### config.mk
export PLATFORM = sky130hd
export DESIGN_NAME = subword_lane_xbar
export DESIGN_NICKNAME = d
export VERILOG_FILES = /design/src/rtl/lanex_pkg.sv /design/src/rtl/lane_geom.sv /design/src/rtl/lane_packer.sv /design/src/rtl/lane_splitter.sv /design/src/rtl/subword_lane_xbar.sv
export SDC_FILE = /design/constraint.sdc
export NUM_CORES = 1
export LEC_CHECK = 0
export ABC_CLOCK_PERIOD_IN_PS = 2700
export BUFFER_PORTS_ARGS = -buffer_cell sky130_fd_sc_hd__buf_2
export CAP_MARGIN = 25
export CORE_MARGIN = 2
export CORE_UTILIZATION = 53
export DETAILED_ROUTE_END_ITERATION = 8
export PLACE_DENSITY = 0.8
export SKIP_LAST_GASP = 1
export SYNTH_ARGS = -nofsm -noshare
export SYNTH_HDL_FRONTEND = slang
export SYNTH_SLANG_ARGS = --single-unit
### constraint.sdc
create_clock -name clk -period 2.7 [get_ports clk]
set_input_delay 0.135 -clock clk [delete_from_list [all_inputs] [get_ports clk]]
set_output_delay 0.135 -clock clk [all_outputs]
set_load 0.05 [all_outputs]
### src/rtl/lanex_pkg.sv
package lanex_pkg;
    localparam int WORD_W    = 64;
    localparam int BYTES     = WORD_W / 8;
    localparam int MAX_LANES = BYTES;
    localparam int CNT_W     = $clog2(MAX_LANES + 1);
    localparam int BOFF_W    = $clog2(BYTES);

    typedef enum logic [1:0] {
        EW_8  = 2'd0,
        EW_16 = 2'd1,
        EW_32 = 2'd2,
        EW_64 = 2'd3
    } ew_e;

    // Lanes that exist for a given width code.
    function automatic logic [MAX_LANES-1:0] lanes_present(input logic [1:0] ew);
        logic [MAX_LANES-1:0] m;
        for (int i = 0; i < MAX_LANES; i++) begin
            m[i] = (i < (MAX_LANES >> ew));
        end
        return m;
    endfunction

    // Expand a lane enable to one bit per byte of the packed word.
    function automatic logic [BYTES-1:0] lanes_to_bytes(input logic [1:0] ew,
                                                        input logic [MAX_LANES-1:0] en);
        logic [BYTES-1:0] be;
        for (int b = 0; b < BYTES; b++) begin
            be[b] = en[BOFF_W'(b >> ew)];
        end
        return be;
    endfunction
endpackage

### src/rtl/lane_geom.sv
module lane_geom
    import lanex_pkg::*;
#(
    parameter int IDX_W = 7
) (
    input  logic [1:0]        ew,
    input  logic [IDX_W-1:0]  start,
    output logic [IDX_W-1:0]  reg_off,
    output logic [BOFF_W-1:0] byte_off
);
    // start * (w/8) gives the byte address of the first element
    logic [IDX_W+BOFF_W-1:0] byte_addr;

    always_comb begin
        byte_addr = {{BOFF_W{1'b0}}, start} << ew;
        reg_off   = byte_addr[IDX_W+BOFF_W-1:BOFF_W];
        byte_off  = byte_addr[BOFF_W-1:0];
    end
endmodule

### src/rtl/lane_packer.sv
module lane_packer
    import lanex_pkg::*;
(
    input  logic                 clk,
    input  logic                 rst_n,
    input  logic                 valid,
    input  logic [1:0]           ew,
    input  logic [CNT_W-1:0]     count,
    input  logic [MAX_LANES-1:0] pred,
    input  logic [WORD_W-1:0]    src_lo,
    input  logic [WORD_W-1:0]    src_hi,
    input  logic [BOFF_W-1:0]    byte_off,
    output logic                 op_valid,
    output logic [WORD_W-1:0]    op_data,
    output logic [MAX_LANES-1:0] op_lane_en
);
    logic [MAX_LANES-1:0] cnt_mask;
    logic [MAX_LANES-1:0] lane_en;
    logic [BYTES-1:0]     byte_en;
    logic [2*WORD_W-1:0]  window;
    logic [WORD_W-1:0]    packed_d;

    always_comb begin
        for (int i = 0; i < MAX_LANES; i++) begin
            cnt_mask[i] = (i < int'(count));
        end
        lane_en = lanes_present(ew) & cnt_mask & pred;
        byte_en = lanes_to_bytes(ew, lane_en);
        window  = {src_hi, src_lo} >> {byte_off, 3'b000};
    end

    for (genvar b = 0; b < BYTES; b++) begin : g_byte_mask
        assign packed_d[8*b +: 8] = byte_en[b] ? window[8*b +: 8] : 8'h00;
    end

    always_ff @(posedge clk or negedge rst_n) begin
        if (!rst_n) begin
            op_valid   <= 1'b0;
            op_data    <= '0;
            op_lane_en <= '0;
        end else begin
            op_valid <= valid;
            if (valid) begin
                op_data    <= packed_d;
                op_lane_en <= lane_en;
            end
        end
    end
endmodule

### src/rtl/lane_splitter.sv
module lane_splitter
    import lanex_pkg::*;
#(
    parameter int IDX_W = 7
) (
    input  logic                 clk,
    input  logic                 rst_n,
    input  logic                 res_valid,
    input  logic [1:0]           res_ew,
    input  logic [MAX_LANES-1:0] res_lane_en,
    input  logic [WORD_W-1:0]    res_data,
    input  logic [IDX_W-1:0]     reg_off,
    input  logic [BOFF_W-1:0]    byte_off,
    output logic                 res_ready,
    output logic                 wr_valid,
    output logic [IDX_W-1:0]     wr_reg_off,
    output logic [WORD_W-1:0]    wr_data,
    output logic [BYTES-1:0]     wr_be
);
    typedef enum logic [1:0] {
        SP_IDLE  = 2'd0,
        SP_WR_LO = 2'd1,
        SP_WR_HI = 2'd2
    } sp_state_e;

    sp_state_e st, st_nx;

    logic [BYTES-1:0]    be_packed;
    logic [2*BYTES-1:0]  be_wide;
    logic [2*WORD_W-1:0] d_wide;
    logic                take;

    logic [IDX_W-1:0]  h_off;
    logic [WORD_W-1:0] h_d_lo, h_d_hi;
    logic [BYTES-1:0]  h_be_lo, h_be_hi;

    always_comb begin
        be_packed = lanes_to_bytes(res_ew, res_lane_en & lanes_present(res_ew));
        be_wide   = {{BYTES{1'b0}}, be_packed} << byte_off;
        d_wide    = {{WORD_W{1'b0}}, res_data} << {byte_off, 3'b000};
        take      = res_valid && (st == SP_IDLE);
    end

    // next-state logic
    always_comb begin
        st_nx = st;
        unique case (st)
            SP_IDLE: begin
                if (take) begin
                    if (be_wide[BYTES-1:0] != '0)            st_nx = SP_WR_LO;
                    else if (be_wide[2*BYTES-1:BYTES] != '0) st_nx = SP_WR_HI;
                    else                                     st_nx = SP_IDLE;
                end
            end
            SP_WR_LO: st_nx = (h_be_hi != '0) ? SP_WR_HI : SP_IDLE;
            SP_WR_HI: st_nx = SP_IDLE;
            default:  st_nx = SP_IDLE;
        endcase
    end

    // state register and capture of the scattered result
    always_ff @(posedge clk or negedge rst_n) begin
        if (!rst_n) begin
            st      <= SP_IDLE;
            h_off   <= '0;
            h_d_lo  <= '0;
            h_d_hi  <= '0;
            h_be_lo <= '0;
            h_be_hi <= '0;
        end else begin
            st <= st_nx;
            if (take) begin
                h_off   <= reg_off;
                h_d_lo  <= d_wide[WORD_W-1:0];
                h_d_hi  <= d_wide[2*WORD_W-1:WORD_W];
                h_be_lo <= be_wide[BYTES-1:0];
                h_be_hi <= be_wide[2*BYTES-1:BYTES];
            end
        end
    end

    // outputs decoded from the state
    always_comb begin
        res_ready  = 1'b0;
        wr_valid   = 1'b0;
        wr_reg_off = h_off;
        wr_data    = h_d_lo;
        wr_be      = '0;
        unique case (st)
            SP_IDLE: res_ready = 1'b1;
            SP_WR_LO: begin
                wr_valid = 1'b1;
                wr_be    = h_be_lo;
            end
            SP_WR_HI: begin
                wr_valid   = 1'b1;
                wr_reg_off = h_off + IDX_W'(1);
                wr_data    = h_d_hi;
                wr_be      = h_be_hi;
            end
            default: res_ready = 1'b0;
        endcase
    end
endmodule

### src/rtl/subword_lane_xbar.sv
module subword_lane_xbar
    import lanex_pkg::*;
#(
    parameter int IDX_W = 7
) (
    input  logic                 clk,
    input  logic                 rst_n,
    input  logic                 pk_valid,
    input  logic [1:0]           pk_ew,
    input  logic [IDX_W-1:0]     pk_start,
    input  logic [CNT_W-1:0]     pk_count,
    input  logic [MAX_LANES-1:0] pk_pred,
    input  logic [WORD_W-1:0]    pk_src_lo,
    input  logic [WORD_W-1:0]    pk_src_hi,
    output logic [IDX_W-1:0]     pk_reg_off,
    output logic                 op_valid,
    output logic [WORD_W-1:0]    op_data,
    output logic [MAX_LANES-1:0] op_lane_en,
    input  logic                 res_valid,
    output logic                 res_ready,
    input  logic [1:0]           res_ew,
    input  logic [IDX_W-1:0]     res_start,
    input  logic [MAX_LANES-1:0] res_lane_en,
    input  logic [WORD_W-1:0]    res_data,
    output logic                 wr_valid,
    output logic [IDX_W-1:0]     wr_reg_off,
    output logic [WORD_W-1:0]    wr_data,
    output logic [BYTES-1:0]     wr_be
);
    logic [BOFF_W-1:0] pk_boff;
    logic [IDX_W-1:0]  sp_off;
    logic [BOFF_W-1:0] sp_boff;

    lane_geom #(.IDX_W(IDX_W)) u_geom_pk (
        .ew       (pk_ew),
        .start    (pk_start),
        .reg_off  (pk_reg_off),
        .byte_off (pk_boff)
    );

    lane_geom #(.IDX_W(IDX_W)) u_geom_sp (
        .ew       (res_ew),
        .start    (res_start),
        .reg_off  (sp_off),
        .byte_off (sp_boff)
    );

    lane_packer u_packer (
        .clk        (clk),
        .rst_n      (rst_n),
        .valid      (pk_valid),
        .ew         (pk_ew),
        .count      (pk_count),
        .pred       (pk_pred),
        .src_lo     (pk_src_lo),
        .src_hi     (pk_src_hi),
        .byte_off   (pk_boff),
        .op_valid   (op_valid),
        .op_data    (op_data),
        .op_lane_en (op_lane_en)
    );

    lane_splitter #(.IDX_W(IDX_W)) u_splitter (
        .clk         (clk),
        .rst_n       (rst_n),
        .res_valid   (res_valid),
        .res_ew      (res_ew),
        .res_lane_en (res_lane_en),
        .res_data    (res_data),
        .reg_off     (sp_off),
        .byte_off    (sp_boff),
        .res_ready   (res_ready),
        .wr_valid    (wr_valid),
        .wr_reg_off  (wr_reg_off),
        .wr_data     (wr_data),
        .wr_be       (wr_be)
    );
endmodule

---- Word level (Yosys, flattened, before mapping) ----
Index checks and enable logic that the tools add are counted.
storage, ports and cells
  output and inout bits ................... 161
  bits of input ports ..................... 234
  register bits ........................... 226
  logic and storage cells ................. 151
operators by class
  reduce and logical (&&, ||, !) cells .... 6
  bitwise logic cells ..................... 3
  shift-type cells ........................ 23
  equality and inequality tests ........... 3
  $lt $le $gt $ge ......................... 40
  add/subtract/negate cells ............... 1
  mux-type cells .......................... 66
operators with widths
  kind                    number
  $lt A4 B32 Y1 const A   8
  $lt A3 B32 Y1 const A   4
  $shl A64 B6 Y128        1
  $shr A128 B6 Y64        1
  $lt A3 B5 Y1 const B    16
  $lt A1 B32 Y1 const A   2
  $lt A2 B32 Y1 const A   2
  $mux W64                1
  $mux W8                 8
  $shr A4 B2 Y32 const A  2
  $bmux W1 S3             16
  $mux W1                 34
  $and A8 B8 Y8           3
  $reduce_bool A8 Y1      3
  $shr A3 B2 Y3 const A   8
  $shl A7 B2 Y10          2
  $lt A3 B4 Y1 const A    4
  $pmux W8 S2             1
  $shl A8 B3 Y16          1
  $shr A1 B2 Y3 const A   4
  $shr A2 B2 Y3 const A   4
  $lt A1 B4 Y1 const A    2
  $lt A2 B4 Y1 const A    2
  $mux W2                 4
  other kinds (9)         9

---- Longest topological paths before layout ----
  depth after elaboration ................. 12
  gate-level depth with buffers ........... 13
  gate-level depth less buffers ........... 9

---- By module ----
From an unflattened synthesis, not the netlist that was laid out.
unflattened totals
  cells, all modules ...................... 1448
  area total of the unflattened synthesis .. 15318.4 µm²
by module, submodules not included
  module         cells each  seq. area each (µm²)  times used  area each (µm²)
  lane_splitter  918         3603.5                1           8734.6
  lane_packer    488         1826.8                1           6226.0
  lane_geom      21          0.0                   2           178.9

---- Worst setup path before layout ----
Ideal clock, no wire load.
  kind .................................... input-to-reg
  start ................................... input port res_ew[1]
  end ..................................... register u_splitter.st[1]
  required time ........................... 2.565 ns
  path slack .............................. 0.165 ns
  arrival ................................. 2.400 ns
  stages .................................. 12
  setup time .............................. 0.135 ns
  buffers on the path ..................... 3
  path through ............................ buf_2 inv_1 buf_2 ha_1 buf_4 nor2_2 a32o_1 a2111oi_1 o21ai_1 a21o_1 a2111oi_2 a211oi_1
on the way
  cells in the longest elaborated chain, start to end .. 12
  elaborated cells on any way between the ends .. 50
  classes of those cells .................. order compare (8); shift (11); mux (28); bitwise (1); reduce/logical (2)
RTL lines
  what                                         RTL line                 source
  from (decl)                                  subword_lane_xbar.sv:21  input logic [1:0] res_ew,
  $shr A4 B2 Y32                               lanex_pkg.sv:19          m[i] = (i < (MAX_LANES >> ew));
  $lt A1 B32 Y1, or another cell as far along  lanex_pkg.sv:19
  $and A8 B8 Y8                                lane_splitter.sv:38      be_packed = lanes_to_bytes(res_ew, res_lane_en & lanes_present(res_ew));
  $bmux W1 S3                                  lanex_pkg.sv:29          be[b] = en[BOFF_W'(b >> ew)];
  $mux W1 (not written as such) (2 in series)  lanex_pkg.sv:29
  $shl A8 B3 Y16 (*)                           lane_splitter.sv:39      be_wide = {{BYTES{1'b0}}, be_packed} << byte_off;
  $reduce_bool A8 Y1                           lane_splitter.sv:51      else if (be_wide[2*BYTES-1:BYTES] != '0) st_nx = SP_WR_HI;
  $mux W2                                      lane_splitter.sv:51
  $mux W2 (*)                                  lane_splitter.sv:50      if (be_wide[BYTES-1:0] != '0) st_nx = SP_WR_LO;
  $mux W2 (*)                                  lane_splitter.sv:49      if (take) begin
  $pmux W2 S2 (*)                              lane_splitter.sv:47      unique case (st)
  to (signal assigned)                         lane_splitter.sv:71      st <= st_nx;
  to (decl)                                    lane_splitter.sv:26      sp_state_e st, st_nx;
Every way passes the cells marked *; elsewhere a longest branch is shown, timed or not. The select of a mux whose other input is x is not followed.
A chain may end at the register's enable or synchronous reset.

---- Worst setup path after layout ----
  start ................................... register u_splitter.st[0]
  end ..................................... output port wr_data[45]
on the way
  cells in the longest elaborated chain, start to end .. 2
RTL lines
  what          RTL line                 source
  $eq A2 B2 Y1  lane_splitter.sv:89      unique case (st)
  $mux W64      lane_splitter.sv:89
  to (decl)     subword_lane_xbar.sv:27  output logic [WORD_W-1:0] wr_data,
No other way between the ends.

==> flow_summary.json <==
{
  "run_status": "finished clean",
  "p_seq_share_pct": 29.9,
  "hold_end": "u_splitter.h_d_hi[47]",
  "dr.pass1.iters": 6,
  "hold_start": "res_data[55]",
  "postRouteWirelength_mm": 56.51,
  "finalCritPeriodShare_pct": 91.74,
  "grt_antenna_before_repair": 20,
  "period_needed_ns": 2.477,
  "syn_avg_cell_area_um2": 9.608,
  "vias": 15435,
  "hold_violations": 0,
  "fillers": 2302,
  "clkLatencyLatePin_ns": 0.53,
  "power.switching_uw": 7462,
  "post_cts_buffers": 0,
  "crit_fanout": 71,
  "finClkSkew_ns": 0.01424,
  "routedWlPerCell_um": 23.50,
  "cts_max_path_buffers": 3,
  "rows": 62,
  "start_kind": "register",
  "clkTransAtPathRegs_ns": 0.06,
  "reg2reg_from": "u_splitter.st[0]",
  "die_w_um": 174.2,
  "area_growth_pct": 25.78,
  "io_buffers": 386,
  "rr_worst_depth": 6,
  "htreeDepth": 1,
  "drc": 0,
  "synth.area.mux_share_pct": 23.60,
  "combPwrFrac_pct": 48.6,
  "cap_violations": 0,
  "cts_tree": "yes",
  "first_iter_violations": 1597,
  "yosys_warnings": 0,
  "core-area_mm2": 0.02863,
  "start_util_pct": 53.64,
  "cp-startpoint": "u_splitter.st[0]",
  "cts-root-buf": "clkbuf_16",
  "drive_above_1_share_pct": 33.65,
  "yosys.area_share.simple_pct": 12.57,
  "final_area_mm2": 0.01931,
  "ys_ff_latch": 217,
  "synthAdderAreaFrac_pct": 1.141,
  "hp-class": "in -> reg",
  "yosysSeqAreaShare_pct": 35.37,
  "worst_pin_slew_ns": 1.041,
  "fmax_ghz": 0.4037,
  "place_area_mm2": 0.01820,
  "synth-edff-count": 0,
  "ys.flop_type": "dfrtp_1",
  "synth_top_family_by_area": "multiplexers",
  "grt_start_max_net_pins": 104,
  "via_per_inst": 6.418,
  "first_global_vias": 14722,
  "ant_nets": 0,
  "r2r_end": "u_splitter.h_d_hi[47]",
  "cts_buffers": 25,
  "grt_pass1_wl_mm": 86.71,
  "setup_tns_ns": 0,
  "globalRouteTotalUtil_pct": 36.27,
  "die_area_mm2": 0.03035,
  "switching_share_pct": 46.06,
  "hpwl_mm": 42.65,
  "synthArstFlopShare_pct": 100.0,
  "p_per_area_mw_per_mm2": 838.8,
  "rsz0062_at_grt": "false",
  "cp_data_arrival_time_ns": 2.34,
  "drv_slew": 0,
  "final_nets": 2235,
  "die_h_um": 174.2,
  "cts_resized": 0,
  "reg2reg_slack_ns": 0.45,
  "critPathKind": "reg -> out",
  "cts_sinks": 217,
  "required_ns": 2.57,
  "hold_depth": 3,
  "ys_types": 72,
  "leakage_uw": 0.009188,
  "ios": 395,
  "p_int_uw": 8737,
  "overflow": 0,
  "yosys.area_share.xor_xnor_pct": 0.3423,
  "synth_compound_area_share_pct": 22.44,
  "syn_nets": 1846,
  "synthCells": 1598,
  "slew_headroom_pct": 30.52,
  "p_clk_share_pct": 21.6,
  "finalSetupViolCount": 0,
  "syn-cell-area_mm2": 0.01535,
  "cp-end-kind": "output pin",
  "peakVddDrop_mv": 0.8171,
  "routabilityCongestion": 0.9559
}
[metal layers]
layer / routed length, um / share of wire [%] / GRT usage [%]
met1: 21510 / 38 / 46.07
met2: 26620 / 47 / 59.11
met3: 5077 / 9.0 / 7.218
met4: 3269 / 5.8 / 18.24
met5: 32 / 0.057 / 0
[stage by stage]
step	instances	utilization [%]	power (uW)	setup WS, ns	hold WS, ns
3_5_place_dp	2321	63.57	12650	0.03520	0.2108
5_1_grt	2398	67.40	16900	0.1324	0.05310
4_1_cts	2387	67.30	16180	0.2212	0.005774
6_report	2405	67.46	16200	0.2230	0.01706
3_3_place_gp	2321	63.57	12500	0.08669	0.2095
2_1_floorplan	1598	-	10320	0.1654	-0.1606
[power by group through the flow]
| stage | sequential (uW) | clock, uW | combinational, uW |
|---|---|---|---|
| 6_report | 4840 | 3490 | 7870 |
| 5_1_grt | 4930 | 3670 | 8300 |
| 4_1_cts | 4820 | 3520 | 7850 |
| 3_5_place_dp | 4850 | 0 | 7800 |
| 3_3_place_gp | 4800 | 0 | 7700 |
| 2_1_floorplan | 5070 | 0 | 5250 |
[worst max-delay path by stage]
| stage | end | slack (ns) |
|---|---|---|
| after floorplan | u_splitter.st[1] | 0.17 |
| after global placement | u_splitter.st[1] | 0.09 |
| after detailed placement | u_splitter.st[1] | 0.04 |
| after CTS | wr_be[5] | 0.22 |
| after global routing | wr_be[4] | 0.13 |
| final | wr_data[45] | 0.22 |
[logic make-up (layout without fill, tap and decap cells)]
family | after synthesis | count (layout)
xor+xnor | 6 | 6
flops | 217 | 217
compound gates | 501 | 501
other cells | 0 | 18
fa+ha+maj | 14 | 14
simple gates | 407 | 407
mux | 295 | 295
buf+inv | 158 | 563
[state kept, by name, indices dropped and copies added, names as in the netlist]
signal / flops
u_splitter.h_d_lo: 64
u_packer.op_valid: 1
u_splitter.h_d_hi: 56
u_packer.op_data: 64
u_packer.op_lane_en: 8
u_splitter.h_off: 7
u_splitter.h_be_lo: 8
u_splitter.h_be_hi: 7
u_splitter.st: 2
[cell usage in the layout, fill, tap and decap left out, types with 14 or more instances in the layout]
master	instances
a211oi_1	69
a21oi_1	119
a22o_1	59
and3_1	34
buf_12	21
buf_2	385
buf_4	76
clkbuf_16	25
dfrtp_1	217
diode_2	18
dlygate4sd3_1	23
mux2_2	76
mux2i_1	172
mux4_2	46
nand2_1	225
nand3_1	14
nor2_1	22
nor2b_1	33
nor3_1	23
nor3b_1	14
o21ai_0	103
o2bb2ai_1	56
[final cells by class]
type	count	area, um2	share of cell area, %
inverters	14	52.55	0.2721
multi-input cells	1223	9301	48.17
flip-flops and latches	217	5430	28.12
clock buffers	37	750.7	3.888
repair buffers	506	3163	16.38
well taps	384	480.5	2.488
clock inverters	6	87.58	0.4535
diodes	18	45.04	0.2333
[what timing repair did]
item,4_1_cts,5_1_grt
hold endpoints to repair,116,0
setup endpoints to repair,0,0
hold buffers,23,0
[synthesized netlist by cell type, types with 26 or more instances]
library cell	n	area share (%)
and3_1	34	1.4
mux2_2	76	5.6
o2bb2ai_1	56	3.2
a211oi_1	69	3.4
a22o_1	59	3.4
nand2_1	226	5.5
nor2b_1	33	1.3
buf_2	41	1.3
clkbuf_1	73	1.8
mux4_2	46	6.7
a21oi_1	119	3.9
dfrtp_1	217	35
o21ai_0	103	3.4
nor2_1	26	0.64
mux2i_1	173	11
[worst max-delay path: stages, from the launching register on]
cell and delay, ns:
dfrtp_1 0.41, inv_1 0.13, ha_4 0.20, buf_12 0.33, mux2_2 0.44, buf_2 0.23
Power figures use the tool's default switching activity.
